$ cat src/rtl/txphy_pkg.sv
package txphy_pkg;

   localparam int WORD_W = 16;

   typedef enum logic [1:0] {
      FR_CELL      = 2'd0,
      FR_PKT_WHOLE = 2'd1,
      FR_PKT_CHUNK = 2'd2
   } frame_mode_e;

   typedef struct packed {
      logic              sop;
      logic [WORD_W-1:0] data;
   } fifo_word_t;

endpackage

$ cat src/rtl/txphy_frame_track.sv
module txphy_frame_track
   import txphy_pkg::*;
#(
   parameter int CELL_WORDS  = 27,
   parameter int CHUNK_WORDS = 8
) (
   input  logic        clk,
   input  logic        rst_n,
   input  frame_mode_e mode,
   input  logic        wr_ok,
   input  logic        sop,
   input  logic        accepted,
   output logic        push_req,
   output logic        abort,
   output logic        commit,
   output logic        runt_o
);

   localparam int UNIT_MAX = (CELL_WORDS > CHUNK_WORDS) ? CELL_WORDS : CHUNK_WORDS;
   localparam int CW       = $clog2(UNIT_MAX + 1);

   logic          open_q;
   logic [CW-1:0] cnt_q;
   logic [CW-1:0] cnt_nx;
   logic [CW-1:0] unit_len;
   logic          last;
   logic          runt_q;

   always_comb begin
      unit_len = (mode == FR_CELL) ? CW'(CELL_WORDS) : CW'(CHUNK_WORDS);
      push_req = wr_ok & (sop | open_q);
      abort    = wr_ok & sop & open_q & (mode == FR_CELL);
      if (sop)
         cnt_nx = CW'(1);
      else if (mode == FR_PKT_WHOLE)
         cnt_nx = cnt_q;
      else
         cnt_nx = cnt_q + 1'b1;
      last   = (mode != FR_PKT_WHOLE) && (cnt_nx == unit_len);
      commit = accepted & ((mode != FR_CELL) | last);
   end

   always_ff @(posedge clk) begin
      if (!rst_n) begin
         open_q <= 1'b0;
         cnt_q  <= '0;
         runt_q <= 1'b0;
      end else begin
         if (accepted) begin
            cnt_q  <= cnt_nx;
            open_q <= !last;
         end else if (abort) begin
            open_q <= 1'b0;
         end
         if (abort)
            runt_q <= 1'b1;
      end
   end

   assign runt_o = runt_q;

   a_r4_runt_sticky: assert property (@(posedge clk) disable iff (!rst_n)
      runt_q |=> runt_q);

   a_r5_open_has_count: assert property (@(posedge clk) disable iff (!rst_n)
      open_q |-> (cnt_q != '0 && cnt_q <= CW'(UNIT_MAX)));

endmodule

$ cat src/rtl/txphy_fifo.sv
module txphy_fifo
   import txphy_pkg::*;
#(
   parameter int DEPTH = 64
) (
   input  logic                     clk,
   input  logic                     rst_n,
   input  logic                     push_req,
   input  logic                     abort,
   input  logic                     commit,
   input  fifo_word_t               wr_word,
   input  logic                     rd_en,
   output logic                     accepted,
   output logic                     ovf_o,
   output logic                     rd_valid,
   output fifo_word_t               rd_word,
   output logic [$clog2(DEPTH):0]   used_o
);

   localparam int AW = $clog2(DEPTH);
   localparam int PW = AW + 1;

   generate
      if ((DEPTH & (DEPTH - 1)) != 0 || DEPTH < 2) begin : g_bad_depth
         $error("txphy_fifo: DEPTH must be a power of two >= 2");
      end
   endgenerate

   fifo_word_t    mem [DEPTH];
   logic [PW-1:0] wspec_q, wcom_q, rd_q;
   logic [PW-1:0] base, wspec_nx;
   logic          full;
   logic          ovf_q;

   always_comb begin
      base     = abort ? wcom_q : wspec_q;
      full     = PW'(base - rd_q) == PW'(DEPTH);
      accepted = push_req & !full;
      wspec_nx = accepted ? base + 1'b1 : base;
      rd_valid = wcom_q != rd_q;
      rd_word  = mem[rd_q[AW-1:0]];
      used_o   = wspec_q - rd_q;
   end

   always_ff @(posedge clk) begin
      if (accepted)
         mem[base[AW-1:0]] <= wr_word;
   end

   always_ff @(posedge clk) begin
      if (!rst_n) begin
         wspec_q <= '0;
         wcom_q  <= '0;
         rd_q    <= '0;
         ovf_q   <= 1'b0;
      end else begin
         wspec_q <= wspec_nx;
         if (commit)
            wcom_q <= wspec_nx;
         if (rd_en && rd_valid)
            rd_q <= rd_q + 1'b1;
         if (push_req && full)
            ovf_q <= 1'b1;
      end
   end

   assign ovf_o = ovf_q;

   a_r8_full_drop: assert property (@(posedge clk) disable iff (!rst_n)
      (push_req && full && !abort) |=> $stable(wspec_q));

   a_r8_ovf_sticky: assert property (@(posedge clk) disable iff (!rst_n)
      ovf_q |=> ovf_q);

   a_r3_commit_behind_spec: assert property (@(posedge clk) disable iff (!rst_n)
      PW'(wcom_q - rd_q) <= PW'(wspec_q - rd_q));

endmodule

$ cat src/rtl/txphy_space_flag.sv
module txphy_space_flag #(
   parameter int DEPTH      = 64,
   parameter int CELL_WORDS = 27,
   parameter int THR_W      = 8,
   parameter int THR_RST    = 8,
   parameter int ADDR_W     = 5,
   parameter bit MPHY_EN    = 1'b1
) (
   input  logic                   clk,
   input  logic                   rst_n,
   input  logic                   pkt_mode,
   input  logic                   multi_phy,
   input  logic [ADDR_W-1:0]      phy_addr_in,
   input  logic [ADDR_W-1:0]      cfg_phy_addr,
   input  logic                   thr_load,
   input  logic [THR_W-1:0]       thr_value,
   input  logic [$clog2(DEPTH):0] used,
   output logic                   space_val,
   output logic                   space_oe,
   output logic                   wr_sel
);

   localparam int PW = $clog2(DEPTH) + 1;

   generate
      if (THR_W < PW + 1) begin : g_bad_thr
         $error("txphy_space_flag: THR_W too narrow for 2*DEPTH bytes");
      end
   endgenerate

   logic [THR_W-1:0] thr_q;
   logic [PW-1:0]    free_words;
   logic [THR_W-1:0] free_bytes;

   always_ff @(posedge clk) begin
      if (!rst_n)
         thr_q <= THR_W'(THR_RST);
      else if (thr_load)
         thr_q <= thr_value;
   end

   always_comb begin
      free_words = PW'(DEPTH) - used;
      free_bytes = THR_W'({free_words, 1'b0});
      space_val  = pkt_mode ? (free_bytes >= thr_q)
                            : (free_words >= PW'(CELL_WORDS));
   end

   generate
      if (MPHY_EN) begin : g_mphy
         logic sel_q;
         logic polled;
         assign polled = multi_phy & !pkt_mode;
         always_ff @(posedge clk) begin
            if (!rst_n)
               sel_q <= 1'b0;
            else
               sel_q <= (phy_addr_in == cfg_phy_addr);
         end
         assign space_oe = !polled | sel_q;
         assign wr_sel   = !polled | sel_q;

         a_r6_release_on_miss: assert property (@(posedge clk) disable iff (!rst_n)
            (polled && phy_addr_in != cfg_phy_addr) |=> (!space_oe || !polled));
         a_r6_drive_after_hit: assert property (@(posedge clk) disable iff (!rst_n)
            (polled && phy_addr_in == cfg_phy_addr) |=> (space_oe || !polled));
      end else begin : g_single
         logic unused_mphy;
         assign unused_mphy = ^{multi_phy, phy_addr_in, cfg_phy_addr};
         assign space_oe = 1'b1;
         assign wr_sel   = 1'b1;
      end
   endgenerate

endmodule

$ cat src/rtl/txphy_wr_port.sv
module txphy_wr_port
   import txphy_pkg::*;
#(
   parameter int DEPTH       = 64,
   parameter int CELL_BYTES  = 53,
   parameter int CHUNK_WORDS = 8,
   parameter int ADDR_W      = 5,
   parameter int THR_RST     = 8,
   parameter bit MPHY_EN     = 1'b1,
   parameter int THR_W       = $clog2(DEPTH) + 2
) (
   input  logic              clk,
   input  logic              rst_n,
   input  logic              cfg_pkt_mode,
   input  logic              cfg_chunk,
   input  logic              cfg_multi_phy,
   input  logic [ADDR_W-1:0] cfg_phy_addr,
   input  logic              thr_load,
   input  logic [THR_W-1:0]  thr_value,
   input  logic              wr_en,
   input  logic              wr_sop,
   input  logic [15:0]       wr_data,
   input  logic [ADDR_W-1:0] phy_addr_in,
   output logic              space_val,
   output logic              space_oe,
   input  logic              rd_en,
   output logic              rd_valid,
   output logic [15:0]       rd_data,
   output logic              rd_sop,
   output logic              runt_err,
   output logic              ovf_err
);

   localparam int CELL_WORDS = (CELL_BYTES + 1) / 2;
   localparam int AW         = $clog2(DEPTH);

   generate
      if (DEPTH < CELL_WORDS) begin : g_bad_cell
         $error("txphy_wr_port: DEPTH must hold a whole cell");
      end
      if (CHUNK_WORDS < 1 || CHUNK_WORDS > DEPTH) begin : g_bad_chunk
         $error("txphy_wr_port: CHUNK_WORDS out of range");
      end
   endgenerate

   frame_mode_e   mode;
   logic          wr_sel, wr_ok;
   logic          push_req, abort, commit, accepted;
   fifo_word_t    in_word, head;
   logic [AW:0]   used;

   assign mode    = !cfg_pkt_mode ? FR_CELL : (cfg_chunk ? FR_PKT_CHUNK : FR_PKT_WHOLE);
   assign wr_ok   = wr_en & wr_sel;
   assign in_word = '{sop: wr_sop, data: wr_data};

   txphy_frame_track #(.CELL_WORDS(CELL_WORDS), .CHUNK_WORDS(CHUNK_WORDS)) u_track (
      .clk(clk), .rst_n(rst_n), .mode(mode), .wr_ok(wr_ok), .sop(wr_sop),
      .accepted(accepted), .push_req(push_req), .abort(abort), .commit(commit),
      .runt_o(runt_err));

   txphy_fifo #(.DEPTH(DEPTH)) u_fifo (
      .clk(clk), .rst_n(rst_n), .push_req(push_req), .abort(abort), .commit(commit),
      .wr_word(in_word), .rd_en(rd_en), .accepted(accepted), .ovf_o(ovf_err),
      .rd_valid(rd_valid), .rd_word(head), .used_o(used));

   txphy_space_flag #(.DEPTH(DEPTH), .CELL_WORDS(CELL_WORDS), .THR_W(THR_W),
                      .THR_RST(THR_RST), .ADDR_W(ADDR_W), .MPHY_EN(MPHY_EN)) u_space (
      .clk(clk), .rst_n(rst_n), .pkt_mode(cfg_pkt_mode), .multi_phy(cfg_multi_phy),
      .phy_addr_in(phy_addr_in), .cfg_phy_addr(cfg_phy_addr), .thr_load(thr_load),
      .thr_value(thr_value), .used(used), .space_val(space_val), .space_oe(space_oe),
      .wr_sel(wr_sel));

   assign rd_data = head.data;
   assign rd_sop  = head.sop;

endmodule

$ cat config.mk
export PLATFORM = sky130hd
export DESIGN_NAME = txphy_wr_port
export DESIGN_NICKNAME = d
export VERILOG_FILES = /design/src/rtl/txphy_pkg.sv /design/src/rtl/txphy_frame_track.sv /design/src/rtl/txphy_fifo.sv /design/src/rtl/txphy_space_flag.sv /design/src/rtl/txphy_wr_port.sv
export SDC_FILE = /design/constraint.sdc
export NUM_CORES = 1
export LEC_CHECK = 0
export ABC_AREA = 1
export ABC_CLOCK_PERIOD_IN_PS = 4100
export BUFFER_PORTS_ARGS = -buffer_cell sky130_fd_sc_hd__buf_2
export CAP_MARGIN = 20
export CORE_AREA = 2 2 431 433
export CTS_CLUSTER_DIAMETER = 30
export DETAILED_ROUTE_END_ITERATION = 12
export DIE_AREA = 0 0 433 435
export PLACE_DENSITY_LB_ADDON = 0.1
export SLEW_MARGIN = 20
export SYNTH_ARGS = -nofsm -noshare
export SYNTH_HDL_FRONTEND = slang
export SYNTH_SLANG_ARGS = --single-unit
$ cat constraint.sdc
create_clock -name clk -period 4.1 [get_ports clk]
set_input_delay 0.41 -clock clk [delete_from_list [all_inputs] [get_ports clk]]
set_output_delay 0.41 -clock clk [all_outputs]
set_load 0.03 [all_outputs]
== After elaboration in Yosys (flattened, before gate mapping) ==
Memories as Yosys holds them, arrays and structs flattened. A register that Yosys moved wholly into a read port is not among the register bits.
Index checks and enable logic that the tools add are counted.

* $lt $le $gt $ge: 2
* Equality and inequality tests: 6
* Bitwise gates (word level): 11
* Muxes and demuxes: 14
* $add $sub $neg: 6
* Reductions and logical operators: 10

{| class="wikitable"
|+ Operators with widths
! operator !! count
|-
| $mux 5 || 3
|-
| $add 7x1->7 const B || 2
|-
| $mux 7 || 2
|-
| $sub 7x7->7 || 2
|-
| $mux 6 || 2
|-
| $eq 5x5->1 || 2
|-
| $and 1x1->1 || 8
|-
| $ge 8x8->1 || 1
|-
| $eq 7x7->1 const B || 1
|-
| $ge 7x5->1 const B || 1
|-
| $ne 7x7->1 || 1
|-
| $sub 7x7->7 const A || 1
|-
| $add 5x1->5 const B || 1
|-
| $mux 1 || 5
|-
| $logic_not 1->1 || 4
|-
| $mux 2 || 2
|-
| $reduce_bool 2->1 || 2
|-
| $logic_and 1x1->1 || 3
|-
| $or 1x1->1 || 3
|-
| $eq 2x1->1 const B || 1
|-
| $logic_not 2->1 || 1
|-
| $ne 2x1->1 const B || 1
|}

* Input port bits: 43
* Word-level logic and storage cells: 59
* Memories: 1
* Output and inout port bits: 22
* Memory bits (writable): 1088
* Register bits after elaboration: 38

{| class="wikitable"
|+ Memory list
! name !! words !! width !! rd ports !! clocked after Yosys merged registers in !! wr ports !! RTL line !! source
|-
| u_fifo.mem || 64 || 17 || 1 || 1 || 1 || txphy_fifo.sv:29 || <nowiki>fifo_word_t mem [DEPTH];</nowiki>
|}

== Depth between registers and ports, before layout ==
* Word-level depth: 15
* Gate-level depth with buffers: 24
* Depth with buffers taken out: 22

== Hierarchy ==
Synthesis repeated with hierarchy kept, for this count alone.

* Cells, all modules: 3672
* Area total of the unflattened synthesis: 46115.5 µm²

{| class="wikitable"
|+ Modules (own cells, without submodules)
! module !! area each (µm²) !! times used !! cells an instance !! sequential area each (µm²)
|-
| txphy_fifo || 44820.5 || 1 || 3472 || 33231.9
|-
| txphy_space_flag || 737.0 || 1 || 107 || 180.2
|-
| txphy_frame_track || 533.0 || 1 || 87 || 140.1
|-
| txphy_wr_port || 25.0 || 1 || 6 || 0.0
|}

== Worst setup path after synthesis ==
Ideal clock, no wire load.

* Kind: input to register
* Start point: input cfg_pkt_mode
* End point: memory u_fifo.mem[0][0] (netlist bit) (enable)
* Cell stages on the path: 20
* Setup slack: 0.446 ns
* Arrival: 3.264 ns
* Data required time: 3.709 ns
* Buffers on the path: 2
* Setup time: 0.391 ns
* Cell sequence: inv_4 nand2_4 nor2_8 nand3_4 buf_6 nand2_1 o21a_1 inv_2 ha_1 nand2_1 nor2_1 nand2_1 o211ai_1 nand3_1 nand3_2 nand2_2 inv_4 buf_6 nand3_2 nor2_1

* Cells in the longest elaborated chain, start to end: 15
* Elaborated cells between the ends (all ways): 18
* Classes of those cells: 1 x add/sub; 1 x eq/ne; 4 x mux; 8 x bitwise; 4 x reduce/logical

{| class="wikitable"
|+ RTL lines
! element !! RTL line !! source
|-
| start, declared || txphy_wr_port.sv:14 || <nowiki>input logic cfg_pkt_mode,</nowiki>
|-
| $logic_not 1->1 || txphy_space_flag.sv:53 || <nowiki>assign polled = multi_phy & !pkt_mode;</nowiki>
|-
| $and 1x1->1 || txphy_space_flag.sv:53 ||
|-
| $logic_not 1->1 || txphy_space_flag.sv:61 || <nowiki>assign wr_sel = !polled | sel_q;</nowiki>
|-
| $or 1x1->1 || txphy_space_flag.sv:61 ||
|-
| $and 1x1->1 || txphy_wr_port.sv:53 || <nowiki>assign wr_ok = wr_en & wr_sel;</nowiki>
|-
| $and 1x1->1 (3 in a row) || txphy_frame_track.sv:32 || <nowiki>abort = wr_ok & sop & open_q & (mode == FR_CELL);</nowiki>
|-
| $mux 7 || txphy_fifo.sv:36 || <nowiki>base = abort ? wcom_q : wspec_q;</nowiki>
|-
| $sub 7x7->7 || txphy_fifo.sv:37 || <nowiki>full = PW'(base - rd_q) == PW'(DEPTH);</nowiki>
|-
| $eq 7x7->1 || txphy_fifo.sv:37 ||
|-
| $logic_not 1->1 || txphy_fifo.sv:38 || <nowiki>accepted = push_req & !full;</nowiki>
|-
| $and 1x1->1 || txphy_fifo.sv:38 ||
|-
| $mux 1 || txphy_fifo.sv:46 || <nowiki>if (accepted)</nowiki>
|-
| $mux 1 (implied by the code) || txphy_fifo.sv:47 || <nowiki>mem[base[AW-1:0]] <= wr_word;</nowiki>
|-
| end, declared || txphy_fifo.sv:29 ||
|}

Parallel ways exist; a longest one is shown, timed or not.

==> results.sh <==
export IMPL_skew_ns=0.07081
export IMPL_synth_largest_area_cell="edfxtp_1"
export IMPL_critPathKind="register to primary output"
export IMPL_end_kind="primary output"
export IMPL_ys_flop_type="edfxtp_1"
export IMPL_die_area_um2=188400
export IMPL_cts_path_max_buffers=4
export IMPL_power_density_nw_per_um2=666.3
export IMPL_regArea_um2=33570
export IMPL_cts_buffers=324
export IMPL_crit_family="buffers and inverters"
export IMPL_grt_ovfl_total=0
export IMPL_path_max_fanout=38
export IMPL_hold_viol_final=0
export IMPL_multiInputGateArea_um2=11320
export IMPL_ys_ff_latch=1132
export IMPL_via_count=31890
export IMPL_netlist_top_cells_count="edfxtp_1 (1,088), nor2_1 (710), o21ai_0 (692)"
export IMPL_ioPinCount=65
export IMPL_yosysMostFrequentCell="edfxtp_1"
export IMPL_drive_gt1_frac=0.2174
export IMPL_dp_cells=6211
export IMPL_die_h_um=435
export IMPL_grt_pass1_vias=32560
export IMPL_crit_buf_inv=4
export IMPL_fin_ws_ns=-0.02010
export IMPL_synth_warnings=0
export IMPL_post_route_min_period_ns=4.120
export IMPL_crit_slowest_cell="o211ai_1"
export IMPL_finalCritPeriodShare=1.005
export IMPL_finalSetupViolations=1
export IMPL_crit_arrival_ns=3.71
export IMPL_routed_wl_met3_um=8256
export IMPL_path_cells="buf_12 > inv_16 > bufbuf_16 > nor2_1 > o22ai_1 > nor2_1 > o211ai_1 > nand3_1 > nand2_2 > buf_2"
export IMPL_grt_pass1_wl_um=247700
export IMPL_place_congestion=0.8104
export IMPL_layout_cells_non_filler=6821
export IMPL_antenna_found_initial=4
export IMPL_grt_setup_unrepaired="true"
export IMPL_leakage_uw=0.02136
export IMPL_hp_class="primary input to register"
export IMPL_grt_usage=0.1832
export IMPL_cts_reportedPaths_clkPinSlew_ns=0.04
export IMPL_power_uw=41250
export IMPL_syn_nets=3758
export IMPL_crit_required_ns=3.69
export IMPL_cts_sink_count=1132
export IMPL_rows=158
export IMPL_wl_met1_um=82910
export IMPL_finalWirelength_um=174000
export IMPL_avgRoutedWirePerCell_um=25.52
export IMPL_fp_dieW_um=433
export IMPL_slowest_delay_ns=0.49
export IMPL_n_fill_cell=18230
export IMPL_relSlewSlack=0.3872
export IMPL_hpwl_um=105400
export IMPL_start_util=0.2488
export IMPL_core_area_um2=184000
export IMPL_fin_nets=4171
export IMPL_cts_tree="yes"
export IMPL_worstSetupStartpointType="register"
export IMPL_io_buffers=64
export IMPL_root_buffer="clkbuf_16"
export IMPL_highest_layer="met4"
export IMPL_peakVddDrop_uv=408.9
export IMPL_clk_latency_ns=0.92
export IMPL_outcome="finished, violations left"
export IMPL_drc_errors=0
export IMPL_syn_inst=3687
export IMPL_crit_top_cell="nor2_1"
export IMPL_grt_max_degree=75
export IMPL_synth_cell_types=44
export IMPL_maxCapViolCount=0
export IMPL_pre_cts_slack_ns=0.07006
export IMPL_h_tree_depth=5
export IMPL_synth_avg_cell_area_um2=12.42
export IMPL_vias_per_cell=4.675
export IMPL_violations="negative setup slack"
export IMPL_ant_nets=0
export IMPL_async_flop_share=0
export IMPL_max_freq_mhz=242.7
export IMPL_tns_ns=-0.02010
export IMPL_maxSlewViolCount=0
export IMPL_met2_length_um=78550
export IMPL_synth_area_um2=45790
export IMPL_synth_top_area_share=0.7136
export IMPL_ys_seq_area_frac=0.7328
export IMPL_synth_edf_count=1088
export IMPL_worst_pin_slew_ns=0.9193
export IMPL_dr_first_iter_drc_count=2769
export IMPL_synthToLayoutAreaGrowth_pct=35.21
export IMPL_drtPass1Iterations=5
export IMPL_synth_area_top_cells="edfxtp_1 (71%), o21ai_0 (7.6%), nor2_1 (5.8%)"
cells in the final DEF, fill, tap and decap left out, drive strengths merged, types with 44 or more instances in the layout:
cell and n:
edfxtp 1088, nor2 721, o21ai 708, clkbuf 388
buf 301, o22ai 268, nand2 242, clkinv 121
inv 102, a21oi 69, o211ai 63, nand3 52
dfxtp 44
logic make-up (layout without fill, tap and decap cells):
group | after synthesis | count (layout) | share of synthesized area
adder cells (fa/ha/maj) | 28 | 28 | 0.007816
other | 0 | 3 | 0
AO/OA/AOI/OAI | 1126 | 1126 | 0.1355
AND/OR/NAND/NOR | 1041 | 1041 | 0.09119
XOR/XNOR | 14 | 14 | 0.002678
buffers and inverters | 346 | 997 | 0.03001
flip-flops | 1132 | 1132 | 0.7328
power by group:
group	internal (uW)	switching, uW	leakage [uW]
Clock	16200	7100	0.00491
Sequential	12800	43.2	0.0101
Combinational	1560	3560	0.00630
per-stage QoR:
| stage | hold WS [ns] | util | cell area, um^2 |
|---|---|---|---|
| global route | 0.04549 | 0.3363 | 61900 |
| finish | 0.05559 | 0.3364 | 61910 |
| detailed placement | 0.4426 | 0.2754 | 50680 |
| global placement | 0.4476 | 0.2752 | 50660 |
| floorplan | 0.4353 | - | 45790 |
| CTS | 0.01848 | 0.3354 | 61740 |
routing by layer:
layer | global-route usage | vias up
li1 | - | 14560
met1 | 0.2620 | 16150
met2 | 0.2791 | 914
met3 | 0.03461 | 262
met4 | 0.05623 | 0
met5 | 0 | -
worst register-to-register path, cell delays in order (launching register included):
cell and delay [ns]:
dfxtp_1 0.33, inv_1 0.11, nor2_8 0.16, nand3_4 0.21, nand2_1 0.18, o21ai_4 0.07, ha_1 0.33, nand2_1 0.10
nor2_1 0.05, nand2_1 0.10, nand3_1 0.10, a21oi_1 0.17, nand2_1 0.10, nand3_2 0.10, nand2_2 0.09, inv_4 0.21
nand2_2 0.33, nor2_2 0.44, buf_12 0.21
path summary, 6_finish.rpt:
path	start	end	slack, ns	cells past startpoint
max	register	rd_data[11]	-0.02	10
min	wr_data[15]	u_fifo.mem[40][15]	0.06	1
max reg2reg	u_track.open_q	u_fifo.mem[55][4]	0.42	18
min reg2reg	u_fifo.ovf_o	u_fifo.ovf_o	0.45	2
layout make-up:
type | count | share of cell area
Antenna cell | 3 | 0.0001213
Timing Repair Buffer | 332 | 0.05390
Multi-Input combinational cell | 2209 | 0.1829
Clock buffer | 388 | 0.1372
Sequential cell | 1132 | 0.5423
Inverter | 101 | 0.006791
Clock inverter | 176 | 0.02666
Tap cell | 2480 | 0.05012
what timing repair did:
action,in CTS,in global routing
hold buffers,24,0
setup endpoints to repair,18,16
gates cloned,8,0
buffers inserted,10,1
hold endpoints to repair,21,0
pin swaps,12,7
resized for setup,85,48
sequential cells by signal, summed over array words and instances, names as in the netlist, named ones only:
signal and count:
u_fifo.mem 1088, u_space.thr_q 8, u_fifo.rd_q 7, u_fifo.wcom_q 7, u_fifo.wspec_q 7, u_track.cnt_q 5
u_fifo.ovf_o 1, u_space.g_mphy.sel_q 1, u_track.open_q 1, u_track.runt_o 1
Note: power is estimated with default switching activity, not from simulation.
